### src/rtl/rtc_irq_pkg.sv
// Shared definitions for the RTC interrupt combiner.
package rtc_irq_pkg;
    localparam int unsigned NUM_SRC = 4;

    // Bit position of each cause in the merged source vectors.
    typedef enum logic [1:0] {
        SRC_MINSEC = 2'd0,
        SRC_TIMER  = 2'd1,
        SRC_ALARM  = 2'd2,
        SRC_CORR   = 2'd3
    } irq_src_e;

    typedef logic [NUM_SRC-1:0] src_vec_t;
endpackage

### src/rtl/irq_status_flag.sv
// Sticky status flag. It is set by an event strobe and cleared by a register
// strobe. When both arrive in the same cycle, the set wins so no event is lost.
// Assumes: single-cycle strobes, synchronous active-low reset.
module irq_status_flag (
    input  logic clk,
    input  logic rst_n,
    input  logic set_i,
    input  logic clr_i,
    output logic flag_o
);

    // Flag register: set has priority over clear.
    always_ff @(posedge clk) begin
        if (!rst_n)     flag_o <= 1'b0;
        else if (set_i) flag_o <= 1'b1;
        else if (clr_i) flag_o <= 1'b0;
    end

    a_r9_set_wins: assert property (@(posedge clk) disable iff (!rst_n)
        set_i |=> flag_o);
    a_r3_fall_needs_clear: assert property (@(posedge clk) disable iff (!rst_n)
        $fell(flag_o) |-> $past(clr_i));

endmodule

### src/rtl/irq_pulse_gen.sv
// Tick-timed pulse generator. A start strobe raises the pulse on the next
// cycle. The pulse falls after the next tick strobe, or after a cancel strobe
// when HAS_CANCEL is set. A start arriving with a tick or cancel retriggers.
// Assumes: the start strobe coincides with a tick when an exact one-period
// pulse is wanted.
module irq_pulse_gen #(
    parameter bit HAS_CANCEL = 1'b1
) (
    input  logic clk,
    input  logic rst_n,
    input  logic tick_i,
    input  logic start_i,
    input  logic cancel_i,
    output logic pulse_o
);

    logic kill;

    // Select whether the cancel strobe can end a pulse.
    generate
        if (HAS_CANCEL) begin : g_cancel
            assign kill = cancel_i;
        end else begin : g_no_cancel
            assign kill = 1'b0;
        end
    endgenerate

    // Pulse state: start, then hold until tick or cancel.
    always_ff @(posedge clk) begin
        if (!rst_n)               pulse_o <= 1'b0;
        else if (start_i)         pulse_o <= 1'b1;
        else if (tick_i || kill)  pulse_o <= 1'b0;
    end

    a_r6_start_raises: assert property (@(posedge clk) disable iff (!rst_n)
        start_i |=> pulse_o);
    a_r6_holds_between_ticks: assert property (@(posedge clk) disable iff (!rst_n)
        (pulse_o && !start_i && !tick_i && !cancel_i) |=> pulse_o);
    a_r6_tick_ends: assert property (@(posedge clk) disable iff (!rst_n)
        (tick_i && !start_i) |=> !pulse_o);
    a_r8_cancel_ends: assert property (@(posedge clk) disable iff (!rst_n)
        (HAS_CANCEL && cancel_i && !start_i) |=> !pulse_o);

endmodule

### src/rtl/irq_merge.sv
// Gating and wired-OR merge of the interrupt causes onto one open-drain pin.
// Assumes: each cause bit is already in its final pulse/level form.
module irq_merge
    import rtc_irq_pkg::*;
(
    input  src_vec_t src_act_i,
    input  src_vec_t src_en_i,
    output logic     irq_oe_o,
    output logic     irq_drv_o
);

    src_vec_t gated;

    // One AND gate per cause.
    generate
        for (genvar i = 0; i < NUM_SRC; i++) begin : g_gate
            assign gated[i] = src_act_i[i] & src_en_i[i];
        end
    endgenerate

    // Drive the pin low while any gated cause is active; float otherwise.
    always_comb begin
        irq_oe_o  = (|gated) & (|src_en_i);
        irq_drv_o = 1'b0;
    end

endmodule

### src/rtl/rtc_irq_ctrl.sv
// RTC interrupt combiner top. It holds the minute/second, timer and alarm
// flags, forms a pulse or level view of each timer cause, produces the fixed
// correction pulse, and merges the causes onto an active-low open-drain pin.
// Assumes: all event and clear inputs are single-cycle strobes in clk; tick_128
// is a one-cycle strobe at 128 Hz; reset is synchronous, active low.
module rtc_irq_ctrl
    import rtc_irq_pkg::*;
(
    input  logic clk,
    input  logic rst_n,
    input  logic tick_128,
    input  logic sec_evt,
    input  logic min_evt,
    input  logic tmr_evt,
    input  logic alm_evt,
    input  logic corr_evt,
    input  logic clr_msf,
    input  logic clr_tf,
    input  logic clr_af,
    input  logic en_sec,
    input  logic en_min,
    input  logic en_tmr,
    input  logic en_alm,
    input  logic en_corr,
    input  logic pulse_mode,
    output logic msf_o,
    output logic tf_o,
    output logic af_o,
    output logic irq_oe,
    output logic irq_drv
);

    logic     msf_set, corr_start;
    logic     msf_pulse, tf_pulse, corr_pulse;
    src_vec_t src_act, src_en;

    // Qualify the event strobes.
    always_comb begin
        msf_set    = (sec_evt & en_sec) | (min_evt & en_min);
        corr_start = corr_evt & en_corr;
    end

    irq_status_flag u_msf_flag (
        .clk(clk), .rst_n(rst_n), .set_i(msf_set), .clr_i(clr_msf), .flag_o(msf_o));
    irq_status_flag u_tf_flag (
        .clk(clk), .rst_n(rst_n), .set_i(tmr_evt), .clr_i(clr_tf), .flag_o(tf_o));
    irq_status_flag u_af_flag (
        .clk(clk), .rst_n(rst_n), .set_i(alm_evt), .clr_i(clr_af), .flag_o(af_o));

    irq_pulse_gen #(.HAS_CANCEL(1'b1)) u_msf_pulse (
        .clk(clk), .rst_n(rst_n), .tick_i(tick_128), .start_i(msf_set),
        .cancel_i(clr_msf), .pulse_o(msf_pulse));
    irq_pulse_gen #(.HAS_CANCEL(1'b1)) u_tf_pulse (
        .clk(clk), .rst_n(rst_n), .tick_i(tick_128), .start_i(tmr_evt),
        .cancel_i(clr_tf), .pulse_o(tf_pulse));
    irq_pulse_gen #(.HAS_CANCEL(1'b0)) u_corr_pulse (
        .clk(clk), .rst_n(rst_n), .tick_i(tick_128), .start_i(corr_start),
        .cancel_i(1'b0), .pulse_o(corr_pulse));

    // Pick the pulse or level view of each cause and collect the enables.
    always_comb begin
        src_act             = '0;
        src_act[SRC_MINSEC] = pulse_mode ? msf_pulse : msf_o;
        src_act[SRC_TIMER]  = pulse_mode ? tf_pulse  : tf_o;
        src_act[SRC_ALARM]  = af_o;
        src_act[SRC_CORR]   = corr_pulse;
        src_en              = '0;
        src_en[SRC_MINSEC]  = en_sec | en_min;
        src_en[SRC_TIMER]   = en_tmr;
        src_en[SRC_ALARM]   = en_alm;
        src_en[SRC_CORR]    = en_corr;
    end

    irq_merge u_merge (
        .src_act_i(src_act), .src_en_i(src_en),
        .irq_oe_o(irq_oe), .irq_drv_o(irq_drv));

    a_r11_float_when_disabled: assert property (@(posedge clk) disable iff (!rst_n)
        !(en_sec | en_min | en_tmr | en_alm | en_corr) |-> !irq_oe);
    a_r4_alarm_level: assert property (@(posedge clk) disable iff (!rst_n)
        (af_o && en_alm) |-> irq_oe);
    a_r10_corr_reaches_pin: assert property (@(posedge clk) disable iff (!rst_n)
        (corr_pulse && en_corr) |-> irq_oe);
    a_r5_level_timer: assert property (@(posedge clk) disable iff (!rst_n)
        (!pulse_mode && tf_o && en_tmr) |-> irq_oe);
    a_r2_disabled_no_set: assert property (@(posedge clk) disable iff (!rst_n)
        (!msf_o && !(sec_evt && en_sec) && !(min_evt && en_min)) |=> !msf_o);

endmodule

### config.mk
export PLATFORM = sky130hd
export DESIGN_NAME = rtc_irq_ctrl
export DESIGN_NICKNAME = d
export VERILOG_FILES = /design/src/rtl/rtc_irq_pkg.sv /design/src/rtl/irq_status_flag.sv /design/src/rtl/irq_pulse_gen.sv /design/src/rtl/irq_merge.sv /design/src/rtl/rtc_irq_ctrl.sv
export SDC_FILE = /design/constraint.sdc
export NUM_CORES = 1
export LEC_CHECK = 0
export BUFFER_PORTS_ARGS = -buffer_cell sky130_fd_sc_hd__buf_2
export CAP_MARGIN = 10
export CORE_AREA = 3 3 40 42
export DETAILED_ROUTE_END_ITERATION = 8
export DIE_AREA = 0 0 43 45
export GPL_ROUTABILITY_DRIVEN = 0
export PLACE_DENSITY = 0.55
export SKIP_CTS_REPAIR_TIMING = 1
export SLEW_MARGIN = 0
export SYNTH_ARGS = -nofsm -noshare
export SYNTH_HDL_FRONTEND = slang
export SYNTH_SLANG_ARGS = --single-unit
### constraint.sdc
create_clock -name clk -period 2 [get_ports clk]
set_clock_uncertainty 0.2 [all_clocks]
set_input_delay 0.4 -clock clk [delete_from_list [all_inputs] [get_ports clk]]
set_output_delay 0.4 -clock clk [all_outputs]
set_load 0.02 [all_outputs]
# Yosys cells after proc, flatten, opt, wreduce, memory -nomap -nowiden
# Cells that the tools add are included.
[op_classes] add_sub_neg=0 n_mul=0 div_mod_pow=0 n_lt_le_gt_ge=0 eq_ne=0 shifts=0 muxes=14 bitwise_logic=10 reduce_logical=10
[op_table] operator="$mux 1" count=14
[op_table] operator="$reduce_bool 2->1" count=6
[op_table] operator="$and 1x1->1" count=8
[op_table] operator="$reduce_or 4->1" count=2
[op_table] operator="$logic_or 1x1->1" count=2
[op_table] operator="$or 1x1->1" count=2
[totals] ff_bits=6 latch_bits=0 mem_bits_rw=0 mem_bits_ro=0 inputBits=17 output_inout_bits=5 mem_count=0

# Depth between registers and ports, before layout
[depth] depth_word=4 mapped_depth=2

# Cells and area by module
# A second synthesis with hierarchy kept.
[unflattened] hier_cells=29 hier_area_um2=330.3
[modules_own_cells] module="irq_status_flag" n_inst=3 cells_each=3 area_each_um2=41.3 seq_area_each_um2=20.0
[modules_own_cells] module="irq_pulse_gen at u_msf_pulse ..." n_inst=2 cells_each=3 area_each_um2=40.0 seq_area_each_um2=20.0
[modules_own_cells] module="rtc_irq_ctrl" n_inst=1 cells_each=6 area_each_um2=55.1 seq_area_each_um2=0.0
[modules_own_cells] module="irq_pulse_gen at u_corr_pulse" n_inst=1 cells_each=3 area_each_um2=41.3 seq_area_each_um2=20.0
[modules_own_cells] module="irq_merge" n_inst=1 cells_each=5 area_each_um2=30.0 seq_area_each_um2=0.0

# Worst setup path before layout
# Ideal clock, no wire load.
[synth_path] path_type="register to output" startpoint="register u_msf_flag.flag_o" endpoint="output irq_oe" t_arrival_ns=0.968 required_ns=1.400 path_slack_ns=0.432 stages_incl_launch_ff=3 n_path_buf=0 path_cell_list="dfxtp_1 > o22ai_1 > o221ai_1"
[synth_via] elab_chain_cells=4
[synth_rtl] element="from (decl)" line="irq_status_flag.sv:9" source="output logic flag_o"
[synth_rtl] element="from (signal assigned)" line="irq_status_flag.sv:14" source="if (!rst_n) flag_o <= 1'b0;"
[synth_rtl] element="from (signal assigned)" line="irq_status_flag.sv:15" source="else if (set_i) flag_o <= 1'b1;"
[synth_rtl] element="from (signal assigned)" line="irq_status_flag.sv:16" source="else if (clr_i) flag_o <= 1'b0;"
[synth_rtl] element="$mux 1" line="rtc_irq_ctrl.sv:63" source="src_act[SRC_MINSEC] = pulse_mode ? msf_pulse : msf_o;"
[synth_rtl] element="$and 1x1->1" line="irq_merge.sv:17" source="assign gated[i] = src_act_i[i] & src_en_i[i];"
[synth_rtl] element="$reduce_or 4->1" line="irq_merge.sv:23" source="irq_oe_o = (|gated) & (|src_en_i);"
[synth_rtl] element="$and 1x1->1" line="irq_merge.sv:23"
[synth_rtl] element="to (decl)" line="rtc_irq_ctrl.sv:29" source="output logic irq_oe,"
# Every way passes these cells.

# Worst setup path after layout
[layout_path] startpoint="register u_af_flag.flag_o" endpoint="output irq_oe"
[layout_via] elab_chain_cells=3
[layout_rtl] element="from (decl)" line="irq_status_flag.sv:9"
[layout_rtl] element="from (signal assigned)" line="irq_status_flag.sv:14"
[layout_rtl] element="from (signal assigned)" line="irq_status_flag.sv:15"
[layout_rtl] element="from (signal assigned)" line="irq_status_flag.sv:16"
[layout_rtl] element="$and 1x1->1" line="irq_merge.sv:17"
[layout_rtl] element="$reduce_or 4->1" line="irq_merge.sv:23"
[layout_rtl] element="$and 1x1->1" line="irq_merge.sv:23"
# Every way passes these cells.

==> results.json <==
{
  "ff2ff_path_depth": 2,
  "start_kind": "register",
  "p_clk_frac": 0.375,
  "synth_largest_area_cell": "dfxtp_1",
  "internal-power_mw": 0.224,
  "ff2ff_setup_slack_ps": 930,
  "hold_viol_final": 0,
  "antenna_found_initial": 0,
  "hp-class": "in2reg",
  "reg2reg_to": "u_msf_pulse.pulse_o",
  "critPathLaunch": "u_af_flag.flag_o",
  "synth_nets": 45,
  "peakVddDrop_v": 0.000524,
  "ys_warn_count": 0,
  "synth.avg_cell_area_um2": 9.70,
  "path_clk_slew_ps": 40,
  "drtAntennaViolNets": 0,
  "viasPerCell": 4.22,
  "syn_inst": 28,
  "cts_tree": "built",
  "post-dp-hpwl_um": 529,
  "ctsLongestPathBuffers": 2,
  "sequentialPowerShare": 0.442,
  "overflow": 0,
  "core-area_um2": 1280,
  "initial_core_util": 0.211,
  "post_drt_wl_per_cell_um": 9.80,
  "tns_ps": 0,
  "die_area_um2": 1940,
  "slew_viol_final": 0,
  "vias": 274,
  "synth_top_area_share": 0.442,
  "nFillCells": 140,
  "fp.dieW_um": 43,
  "clk-insertion-delay-late_ps": 240,
  "grt_pass1_vias": 249,
  "critPathKind": "reg2out",
  "netlist_area_um2": 272,
  "p_per_area_nw_per_um2": 737,
  "fp-row-count": 13,
  "grt_pass1_wl_um": 952,
  "wl_um": 637,
  "drc_errors": 0,
  "h-tree-depth": 1,
  "cts-root-buf": "clkbuf_4",
  "drt_iter0_markers": 4,
  "status": "complete, no violations",
  "utilization": 0.315,
  "area_delta_synth_final_pct": 49.3,
  "maxCapViolCount": 0,
  "power_leakage_nw": 0.195,
  "gr-usage-all-layers": 0.0701,
  "fin_crit_ps": 1640,
  "yosysSeqAreaShare": 0.442,
  "final_nets": 69,
  "cp_max_fo": 3,
  "finalSetupViolCount": 0,
  "hold_ws_ps": 170,
  "die_y_um": 45,
  "synth_area_leaders": "dfxtp_1 (44%), o21a_1 (8.3%), nor2b_1 (6.9%), a21boi_0 (5.5%), a22oi_1 (5.5%)",
  "fmax_mhz": 611,
  "swShare": 0.251,
  "timing.final.crit_share": 0.819,
  "numClockSinks": 6,
  "switching_power_mw": 0.0750,
  "worstPathArrival_ps": 1040,
  "required_ps": 1400,
  "num_antenna_cells": 0,
  "cp-endpoint": "irq_oe",
  "drive_gt1_frac": 0.460,
  "combPwrFrac": 0.183,
  "cts_buffers": 3,
  "drt_first_pass_iters": 2,
  "ys_ff_latch": 6,
  "portBuffers": 20,
  "rsz0062_at_grt": "no",
  "cp-end-kind": "output pin",
  "synth_cell_types": 16,
  "io_pins": 22,
  "finalPower_mw": 0.299,
  "r2r-start": "u_msf_pulse.pulse_o",
  "grt_max_degree": 7
}
critical path, stage by stage, from the launching register on:
cell and delay (ps):
dfxtp_1 310, a22oi_1 180, o221ai_1 130, buf_2 170
Yosys cell counts (all sizes together):
master,number
a21boi,3
a22oi,2
buf,1
conb,1
dfxtp,6
inv,1
mux2i,1
nand2,1
nand2b,2
nor2b,3
nor3b,1
o21a,3
o221ai,1
o22ai,1
or3b,1
cells by family (layout without fill, tap and decap cells):
logic type             count (synthesis)  after routing  synth area share
AO/OA/AOI/OAI                         10             10             0.276
buffers and inverters                  2             24            0.0415
flip-flops                             6              6             0.442
multiplexers                           1              1            0.0369
other                                  1              1            0.0138
AND/OR/NAND/NOR                        8              8             0.189
power by group through the flow:
stage          sequential [mW]  clock, mW  combinational [mW]
4_1_cts                  0.132      0.115              0.0555
2_1_floorplan            0.139          0              0.0241
3_3_place_gp             0.135          0              0.0551
5_1_grt                  0.133      0.129              0.0598
6_report                 0.132      0.112              0.0545
3_5_place_dp             0.135          0              0.0553
how the worst min path moves through the flow:
| stage | from | endpoint | slack (ps) | cells past startpoint |
|---|---|---|---|---|
| after floorplan | u_corr_pulse.pulse_o | u_corr_pulse.pulse_o | 260 | 2 |
| after global placement | u_corr_pulse.pulse_o | u_corr_pulse.pulse_o | 270 | 2 |
| after detailed placement | u_corr_pulse.pulse_o | u_corr_pulse.pulse_o | 280 | 2 |
| after CTS | alm_evt | u_af_flag.flag_o | 170 | 2 |
| after global routing | alm_evt | u_af_flag.flag_o | 160 | 2 |
| final | alm_evt | u_af_flag.flag_o | 170 | 2 |
sequential cells by signal, summed over array words and instances (netlist names):
register,cells
u_af_flag.flag_o,1
u_corr_pulse.pulse_o,1
u_msf_flag.flag_o,1
u_msf_pulse.pulse_o,1
u_tf_flag.flag_o,1
u_tf_pulse.pulse_o,1
metrics by stage:
stage          area, um^2  setup slack, ps  cells
2_1_floorplan         272              432     28
3_3_place_gp          383              383     62
4_1_cts               405              329     65
3_5_place_dp          383              393     62
6_report              405              363     65
5_1_grt               405              242     65
layout by cell type (no fill, tap or decap), drive strengths merged:
master,instances
dfxtp,6
buf,20
mux2i,1
clkbuf,3
o21a,3
inv,1
nor2b,3
nor3b,1
a22oi,2
o22ai,1
nand2,1
a21boi,3
o221ai,1
conb,1
or3b,1
nand2b,2
metal layers:
layer | GRT usage | up-vias | wire, um
li1 | - | 142 | -
met1 | 0.0847 | 111 | 280
met2 | 0.0928 | 21 | 236
met3 | 0.0717 | 0 | 120
met4 | 0 | 0 | 0
met5 | 0 | - | 0
layout make-up:
type	count	area, um^2	share of cell area
Sequential cell	6	120	0.296
Timing Repair Buffer	20	100	0.247
Multi-Input combinational cell	20	140	0.346
Tap cell	15	18.8	0.0463
Clock buffer	3	22.5	0.0556
Inverter	1	3.75	0.00926
Note: power is estimated with default switching activity, not from simulation.
